==> config.mk <==
export PLATFORM = sky130hd
export DESIGN_NAME = pix_collide_top
export DESIGN_NICKNAME = d
export VERILOG_FILES = /design/src/rtl/collide_pkg.sv /design/src/rtl/collide_ctrl.sv /design/src/rtl/collide_match.sv /design/src/rtl/collide_status.sv /design/src/rtl/pix_collide_top.sv
export SDC_FILE = /design/constraint.sdc
export NUM_CORES = 1
export LEC_CHECK = 0
export BUFFER_PORTS_ARGS = -buffer_cell sky130_fd_sc_hd__buf_2
export CORE_MARGIN = 2
export CORE_UTILIZATION = 50
export CTS_CLUSTER_DIAMETER = 60
export DETAILED_ROUTE_END_ITERATION = 16
export HOLD_SLACK_MARGIN = 0.02
export PLACE_DENSITY_LB_ADDON = 0.12
export SLEW_MARGIN = 40
export SYNTH_ARGS = -nofsm -noshare
export SYNTH_HDL_FRONTEND = slang
export SYNTH_SLANG_ARGS = --single-unit
==> constraint.sdc <==
create_clock -name clk -period 2 [get_ports clk]
set_input_delay 0.3 -clock clk [delete_from_list [all_inputs] [get_ports clk]]
set_output_delay 0.3 -clock clk [all_outputs]
set_load 0.01 [all_outputs]
==> src/rtl/collide_pkg.sv <==
package collide_pkg;
  localparam int SPRITE_COUNT = 8;
  localparam int PLANE_COUNT  = 6;
  localparam int GROUP_COUNT  = SPRITE_COUNT / 2;
  localparam int PAIR_COUNT   = GROUP_COUNT * (GROUP_COUNT - 1) / 2;
  localparam int LOW_COUNT    = 1 + 2 * GROUP_COUNT;
  localparam int STAT_USED    = LOW_COUNT + PAIR_COUNT;
  localparam int BUS_W        = 16;
  localparam int PLANE_EN_LSB = PLANE_COUNT;
  localparam int ODD_EN_LSB   = 2 * PLANE_COUNT;
  localparam int CTRL_USED    = ODD_EN_LSB + GROUP_COUNT;

  typedef struct packed {
    logic clearStat;
    logic sampleHit;
  } statStrobe_t;

  function automatic int pairOffset(input int a, input int b);
    return (a * (2 * GROUP_COUNT - a - 1)) / 2 + (b - a - 1);
  endfunction
endpackage

==> src/rtl/collide_ctrl.sv <==
module collide_ctrl
  import collide_pkg::*;
#(
  parameter int CTRL_W = CTRL_USED
) (
  input  logic              clk,
  input  logic              rstN,
  input  logic              ctrlWe,
  input  logic [CTRL_W-1:0] ctrlData,
  input  logic              rdStrobe,
  input  logic              pixValid,
  output logic [CTRL_W-1:0] ctrlQ,
  output statStrobe_t       strb
);
  always_ff @(posedge clk) begin
    if (!rstN) ctrlQ <= '0;
    else if (ctrlWe) ctrlQ <= ctrlData;
  end

  always_comb begin
    strb.clearStat = rdStrobe;
    strb.sampleHit = pixValid;
  end

  // a written control word is in place on the next cycle
  assert_ctrl_load_R10: assert property (@(posedge clk) disable iff (!rstN)
    ctrlWe |=> ctrlQ == $past(ctrlData));
endmodule

==> src/rtl/collide_match.sv <==
module collide_match
  import collide_pkg::*;
#(
  parameter int GROUPS = GROUP_COUNT,
  parameter int PLANES = PLANE_COUNT,
  localparam int SPRITES = 2 * GROUPS,
  localparam int PAIRS   = GROUPS * (GROUPS - 1) / 2,
  localparam int LOWS    = 1 + 2 * GROUPS,
  localparam int EN_LSB  = PLANES,
  localparam int ODD_LSB = 2 * PLANES,
  localparam int CW      = ODD_LSB + GROUPS
) (
  input  logic [CW-1:0]         ctrlQ,
  input  logic [SPRITES-1:0]    spriteOn,
  input  logic [PLANES-1:0]     planeBits,
  output logic [LOWS+PAIRS-1:0] hitVec
);
  logic [GROUPS-1:0] grp;
  logic [PLANES-1:0] planeOk;
  logic [LOWS-1:0]   lowVec;
  logic [PAIRS-1:0]  pairVec;
  logic              oddHit;
  logic              evenHit;

  for (genvar g = 0; g < GROUPS; g++) begin : g_group
    assign grp[g] = spriteOn[2*g] | (ctrlQ[ODD_LSB+g] & spriteOn[2*g+1]);
  end

  for (genvar p = 0; p < PLANES; p++) begin : g_plane
    assign planeOk[p] = ~ctrlQ[EN_LSB+p] | (planeBits[p] == ctrlQ[p]);
  end

  always_comb begin
    oddHit  = 1'b1;
    evenHit = 1'b1;
    for (int p = 0; p < PLANES; p += 2) oddHit = oddHit & planeOk[p];
    for (int p = 1; p < PLANES; p += 2) evenHit = evenHit & planeOk[p];
    lowVec[0] = oddHit & evenHit;
    for (int g = 0; g < GROUPS; g++) begin
      lowVec[1+g]        = oddHit & grp[g];
      lowVec[1+GROUPS+g] = evenHit & grp[g];
    end
  end

  for (genvar a = 0; a < GROUPS; a++) begin : g_pa
    for (genvar b = a + 1; b < GROUPS; b++) begin : g_pb
      localparam int IDX = (a * (2 * GROUPS - a - 1)) / 2 + (b - a - 1);
      assign pairVec[IDX] = grp[a] & grp[b];
    end
  end

  assign hitVec = {pairVec, lowVec};

  // with no plane enabled the plane sets always collide with each other
  always_comb begin
    if (ctrlQ[EN_LSB +: PLANES] == '0)
      assert_all_off_R7: assert (hitVec[0] == 1'b1);
  end
endmodule

==> src/rtl/collide_status.sv <==
module collide_status
  import collide_pkg::*;
#(
  parameter int STAT_W = STAT_USED
) (
  input  logic              clk,
  input  logic              rstN,
  input  statStrobe_t       strb,
  input  logic [STAT_W-1:0] hitVec,
  output logic [STAT_W-1:0] statusQ
);
  logic [STAT_W-1:0] keepVec;
  logic [STAT_W-1:0] newVec;

  always_comb begin
    keepVec = strb.clearStat ? '0 : statusQ;
    newVec  = strb.sampleHit ? hitVec : '0;
  end

  always_ff @(posedge clk) begin
    if (!rstN) statusQ <= '0;
    else statusQ <= keepVec | newVec;
  end

  // without a read, no set bit drops
  assert_sticky_R2: assert property (@(posedge clk) disable iff (!rstN)
    !strb.clearStat |=> ((statusQ & $past(statusQ)) == $past(statusQ)));
  // no valid pixel and no read leaves the status untouched
  assert_idle_hold_R2: assert property (@(posedge clk) disable iff (!rstN)
    (!strb.clearStat && !strb.sampleHit) |=> $stable(statusQ));
  // a read with no valid pixel empties the status
  assert_read_clears_R3: assert property (@(posedge clk) disable iff (!rstN)
    (strb.clearStat && !strb.sampleHit) |=> statusQ == '0);
  // a hit in the read cycle is exactly what remains
  assert_keep_on_read_R4: assert property (@(posedge clk) disable iff (!rstN)
    (strb.clearStat && strb.sampleHit) |=> statusQ == $past(hitVec));
endmodule

==> src/rtl/pix_collide_top.sv <==
module pix_collide_top
  import collide_pkg::*;
(
  input  logic                    clk,
  input  logic                    rstN,
  input  logic                    ctrlWe,
  input  logic [BUS_W-1:0]        ctrlData,
  input  logic                    rdStrobe,
  output logic [BUS_W-1:0]        rdData,
  input  logic                    pixValid,
  input  logic [SPRITE_COUNT-1:0] spriteOn,
  input  logic [PLANE_COUNT-1:0]  planeBits
);
  logic [CTRL_USED-1:0] ctrlQ;
  logic [STAT_USED-1:0] hitVec;
  logic [STAT_USED-1:0] statusQ;
  statStrobe_t          strb;

  collide_ctrl #(.CTRL_W(CTRL_USED)) u_ctrl (
    .clk(clk), .rstN(rstN), .ctrlWe(ctrlWe), .ctrlData(ctrlData[CTRL_USED-1:0]),
    .rdStrobe(rdStrobe), .pixValid(pixValid), .ctrlQ(ctrlQ), .strb(strb)
  );

  collide_match #(.GROUPS(GROUP_COUNT), .PLANES(PLANE_COUNT)) u_match (
    .ctrlQ(ctrlQ), .spriteOn(spriteOn), .planeBits(planeBits), .hitVec(hitVec)
  );

  collide_status #(.STAT_W(STAT_USED)) u_status (
    .clk(clk), .rstN(rstN), .strb(strb), .hitVec(hitVec), .statusQ(statusQ)
  );

  assign rdData = {{(BUS_W-STAT_USED){1'b0}}, statusQ};
endmodule

==> impl_metrics.yaml, run 1 <==
layout:
  layout.nets: 210
  fill_cells: 227
  diodes: 0
  drive_above_1_share_pct: 32.0
  layout-area-overhead-vs-synth_pct: 24.7
  final_cell_mix: "49 x buf_2, 31 x dfxtp_1, 18 x nor2b_1"
  fin_cells: 205
  final_common_cell: "buf_2"
  final_util_pct: 64.5
worst_setup_path:
  crit_path_end_kind: "flop"
  worstReg2RegStart: "u_ctrl.ctrlQ[1]$_SDFFE_PN0P_"
  crit_type: "flop to flop"
  cp_max_fo: 5
  required_ns: 2.27
  arrival_ns: 1.80
  crit_path_start: "u_ctrl.ctrlQ[1]$_SDFFE_PN0P_"
  reg2reg_slack_ns: 0.47
  timing.rr.end: "u_status.statusQ[6]$_SDFF_PN0_"
  worstSetupStartpointType: "flop"
  cp-endpoint: "u_status.statusQ[6]$_SDFF_PN0_"
  r2r_cells: 4
synthesis:
  syn_area_sq_um: 1260
  netlist-cell-type-count: 23
  syn_inst: 125
  synth-seq-area-share_pct: 49.4
  syn-num-nets: 160
  ys_warn_count: 0
  avgSynthCellArea_sq_um: 10.1
  ys_seq_elements: 31
detailed_routing:
  ant_nets: 0
  drtIter0Drc: 22
  wirelength_mm: 2.45
  post_drt_wl_per_cell_microns: 11.9
  vias: 1013
  drc: 0
  first_pass_iters: 4
  viasPerCell: 4.94
floorplanning:
  io_pins: 51
  rows: 18
  coreArea_sq_um: 2430
  start_util_pct: 51.7
  die_w_microns: 54.2
  dieArea_sq_um: 2930
  die_h_microns: 54.2
timing:
  setup_viol: 0
  slew_violations: 0
  slew_headroom_pct: 52.5
  tightest_slew_ns: 0.712
  fin_crit_ns: 1.53
  rsz0062_at_grt: "no"
  whs_ns: 0.231
  final_hold_viol_count: 0
  setup_tns_ns: 0
  min_period_over_period_pct: 76.6
  max_freq_ghz: 0.653
  clock-skew-final_ns: 0.00572
pwr:
  ir_drop_v: 0.000614
  power_density_nw_per_um2: 768
  p_leak_nw: 0.759
  p_total_mw: 1.20
flow_run:
  maxCapViolCount: 0
clock_network:
  postCtsSetupBuffers: 0
  cts_tree: "done"
  root_buffer: "clkbuf_4"
  clkSinkCount: 31
  clkLatencyLatePin_ns: 0.33
  cts-resized-gates: 0
  numCtsBuffers: 5
  cts_hold_buffers: 0
  clkSlewWorstSetupHoldPaths_ns: 0.09
  clockBufferDepth: 2
  htreeDepth: 2
global_route:
  antenna_found_initial: 0
  grt_pass1_wl_mm: 3.77
  grt_usage_pct: 18.9
  grt-ovfl-total: 0
  grt_pass1_vias: 894
  grt_max_degree: 29
placement:
  dp.cells: 198
  place.gp.congestion: 0.715
  hpwl_mm: 1.78
  port_buffers: 49
status:
  outcome: "completed"
min_path:
  hp-start: "ctrlData[5]"
  hold_class: "input pin to flop"
==> worst max-delay path: stages, from the launching register on <==
cell      delay [ns]
dfxtp_1         0.33
xor2_1          0.16
a222oi_1        0.67
a32oi_1         0.19
nor2b_1         0.12
==> final cells by class <==
type | count | area, sq um | area share [%]
sequential | 31 | 621 | 39.6
multi-input combinational | 87 | 604 | 38.5
tap | 30 | 37.5 | 2.39
timing repair buffer | 49 | 245 | 15.6
clock inverter | 1 | 5.00 | 0.319
inverter | 1 | 3.75 | 0.239
clock buffer | 6 | 51.3 | 3.27
==> cell usage after synthesis <==
master | number | area (sq um)
buf_4 | 1 | 7.51
o2bb2ai_1 | 6 | 52.6
dfxtp_1 | 31 | 621
xor2_1 | 6 | 52.6
a21oi_1 | 3 | 15.0
a222oi_1 | 1 | 10.0
buf_2 | 2 | 10.0
nand3b_1 | 1 | 7.51
a21o_1 | 2 | 15.0
nor2b_1 | 18 | 113
a32oi_1 | 1 | 8.76
a21boi_0 | 1 | 7.51
a22oi_1 | 1 | 7.51
clkinv_1 | 1 | 3.75
a21boi_1 | 2 | 15.0
nand2_1 | 12 | 45.0
and2_1 | 6 | 37.5
o21ai_0 | 5 | 25.0
nand2b_1 | 3 | 18.8
conb_1 | 1 | 3.75
nand3_1 | 2 | 10.0
mux2i_1 | 16 | 160
clkbuf_1 | 3 | 11.3
==> how the worst min path moves through the flow <==
stage	cells past startpoint	slack (ns)	end
6_report	3	0.23	u_ctrl.ctrlQ[5]$_SDFFE_PN0P_
5_1_grt	3	0.23	u_ctrl.ctrlQ[13]$_SDFFE_PN0P_
4_1_cts	3	0.22	u_ctrl.ctrlQ[5]$_SDFFE_PN0P_
3_5_place_dp	2	0.44	u_status.statusQ[3]$_SDFF_PN0_
3_3_place_gp	2	0.43	u_status.statusQ[3]$_SDFF_PN0_
2_1_floorplan	2	0.44	u_status.statusQ[0]$_SDFF_PN0_
==> report_power, final <==
group	internal, mW	leakage (nW)	total [mW]	switching (mW)
combinational	0.0868	0.469	0.171	0.0846
clock	0.162	0.0341	0.358	0.196
sequential	0.655	0.255	0.675	0.0195
==> stage by stage <==
stage	area (sq um)	setup slack (ns)
floorplan	1260	0.694
global placement	1510	0.453
detailed placement	1510	0.412
CTS	1570	0.463
global route	1570	0.359
finish	1570	0.468
==> registers in the layout, summed over array words and instances, names as in the netlist <==
signal	count
u_ctrl.ctrlQ	16
u_status.statusQ	15
==> routing by layer <==
| metal | track usage [%] | share of wire [%] |
|---|---|---|
| met5 | 0 | 0 |
| met4 | 12.5 | 2.1 |
| met3 | 6.11 | 7.9 |
| met2 | 27.1 | 44 |
| met1 | 23.9 | 46 |
==> cell families after synthesis <==
group / count (synthesis) / synth area share (%)
xor gates and xnor gates: 6 / 4.18
other: 1 / 0.298
muxes: 16 / 12.7
buffers and inverters: 7 / 2.59
DFF: 31 / 49.4
AOI/OAI and AO/OA: 22 / 12.4
and+or+nand+nor: 42 / 18.4
Note: power is estimated with default switching activity, not from simulation.
==> inputs of run 2 (changes only) <==
Settings changed: CORE_UTILIZATION 50 to 42.
Clock period 2 ns to 1.4 ns, I/O delays scaled along.
==> run 2 against run 1 <==
The flow now finishes with violations (DRC). Count of clock-buffer cells in the layout is the same. Sequential share of layout area shrank 0.22 points. Register-to-register slack lost 0.34 ns. Global-route usage shrank 1.7 points. Clock skew shrank 0.0025 ns. Combinational power grew 51%. Critical path depth grew 1. Utilization shrank 8.3 points. Critical path type unchanged. Largest power group unchanged. Highest routed layer unchanged.
==> impl_metrics.yaml, run 2 (synthesis gave the netlist of run 1 again) <==
worst_setup_path:
  cp_cell_sequence: "xor2_1 > a222oi_1 > buf_4 > nand2b_1 > a21boi_0"
  arrival_ns: 1.51
  worstReg2RegStart: "u_ctrl.ctrlQ[1]$_SDFFE_PN0P_"
  r2r_cells: 5
  crit_type: "flop to flop"
  worstSetupStartpointType: "flop"
  reg2reg_slack_ns: 0.13
  crit_path_end_kind: "flop"
  required_ns: 1.64
  crit_slowest_cell: "dfxtp_1"
  timing.rr.end: "u_status.statusQ[8]$_SDFF_PN0_"
  crit_path_max_incr_delay_ns: 0.33
  cp_max_fo: 5
clock_network:
  cts_tree: "done"
  clkSlewWorstSetupHoldPaths_ns: 0.08
  root_buffer: "clkbuf_4"
  cts-resized-gates: 0
  cts_hold_buffers: 0
  postCtsSetupBuffers: 0
  clkSinkCount: 31
  clockBufferDepth: 2
  htreeDepth: 2
  clkLatencyLatePin_ns: 0.31
  numCtsBuffers: 5
floorplanning:
  rows: 19
  io_pins: 51
  coreArea_sq_um: 2810
  die_w_microns: 58.7
  start_util_pct: 44.8
  die_h_microns: 58.7
  dieArea_sq_um: 3450
pwr:
  ir_drop_v: 0.000577
  p_int_mw: 1.25
  p_leak_nw: 0.763
  switching_power_mw: 0.417
  seqPwrFrac_pct: 58.0
  pwr-share-comb_pct: 15.5
  clockPowerShare_pct: 26.5
  switching_share_pct: 25.0
  power_density_nw_per_um2: 1060
layout:
  final_cell_mix: "49 x buf_2, 31 x dfxtp_1, 18 x nor2b_1"
  fill_cells: 280
  largest_register_ffs: 16
  diodes: 0
  final_common_cell: "buf_2"
  drive_above_1_share_pct: 32.2
  largest_register: "u_ctrl.ctrlQ"
  largestRegisters: "u_ctrl.ctrlQ x16, u_status.statusQ x15"
  fin_cells: 208
  layout.nets: 213
  layout-area-overhead-vs-synth_pct: 25.4
timing:
  setup_viol: 0
  fin_crit_ns: 1.27
  setup_tns_ns: 0
  clock-skew-final_ns: 0.00317
  max_freq_ghz: 0.788
  final_hold_viol_count: 0
  slew_violations: 0
  rsz0062_at_grt: "no"
  min_period_over_period_pct: 90.7
min_path:
  hp-start: "ctrlData[14]"
  min_to: "u_ctrl.ctrlQ[14]$_SDFFE_PN0P_"
  hold_depth: 3
  hold_class: "input pin to flop"
global_route:
  grt_pass1_vias: 1020
  grt_usage_pct: 17.2
  antenna_found_initial: 0
  grt_max_degree: 27
  grt_pass1_wl_mm: 4.36
  grt-ovfl-total: 0
placement:
  place.gp.congestion: 0.728
  dp.cells: 202
  port_buffers: 49
  hpwl_mm: 2.09
detailed_routing:
  post_drt_wl_per_cell_microns: 12.9
  first_pass_iters: 10
  wirelength_mm: 2.69
  vias: 1051
  drc: 4
  drtIter0Drc: 21
  viasPerCell: 5.05
  ant_nets: 0
flow_run:
  maxCapViolCount: 0
status:
  violations: "DRC"
  outcome: "finished, violations left"
-- run 2: cell types whose count changed in the layout (fill, tap and decap cells not counted), sizes merged --
cell | before | now
clkinv | 2 | 1
buf | 49 | 52
-- run 2: critical path, delay by kind of cell (launching register included) --
kind	cells	cell delay [ns]
flops	1	0.33
xor+xnor	1	0.17
compound gates	2	0.46
simple gates	1	0.05
buf+inv	1	0.19
-- run 2: cell type report --
class | count | area [sq um] | share of cell area (%)
tap | 31 | 38.8 | 2.46
sequential | 31 | 621 | 39.4
multi-input combinational | 87 | 604 | 38.3
clock buffer | 6 | 41.3 | 2.62
timing repair buffer | 52 | 268 | 17.0
inverter | 1 | 3.75 | 0.238
-- run 2: power groups by stage --
stage               clock, mW  combinational (mW)  sequential [mW]
floorplan                   0               0.136            0.994
global placement            0               0.252            0.984
detailed placement          0               0.262            0.987
CTS                     0.459               0.262            0.966
global route            0.511               0.289            0.973
finish                  0.440               0.258            0.965
-- run 2: worst max-delay path by stage --
stage                                                end                         start  depth (start not counted)  slack [ns]
final                     u_status.statusQ[8]$_SDFF_PN0_  u_ctrl.ctrlQ[1]$_SDFFE_PN0P_                          5        0.13
after global routing      u_status.statusQ[5]$_SDFF_PN0_  u_ctrl.ctrlQ[1]$_SDFFE_PN0P_                          5        0.03
after CTS                 u_status.statusQ[8]$_SDFF_PN0_  u_ctrl.ctrlQ[1]$_SDFFE_PN0P_                          5        0.11
after detailed placement  u_status.statusQ[8]$_SDFF_PN0_  u_ctrl.ctrlQ[1]$_SDFFE_PN0P_                          5        0.12
after global placement    u_status.statusQ[6]$_SDFF_PN0_  u_ctrl.ctrlQ[1]$_SDFFE_PN0P_                          5        0.16
after floorplan           u_status.statusQ[6]$_SDFF_PN0_  u_ctrl.ctrlQ[1]$_SDFFE_PN0P_                          4        0.09
-- run 2: through the flow --
stage,setup WS [ns],utilization [%],hold WS [ns],cell area [sq um],power [mW]
5_1_grt,0.0289,56.2,0.140,1580,1.77
6_report,0.130,56.2,0.158,1580,1.66
3_3_place_gp,0.163,54.7,0.434,1540,1.24
4_1_cts,0.107,56.2,0.146,1580,1.69
3_5_place_dp,0.124,54.7,0.443,1540,1.25
2_1_floorplan,0.0941,-,0.350,1260,1.13
-- run 2: per-layer routing --
metal,up-vias,global-route usage (%),part of all wire (%)
met1,474,18.4,42
met3,9,5.05,7.0
met5,-,0,0
met4,0,9.74,2.6
li1,531,-,-
met2,37,30.0,49
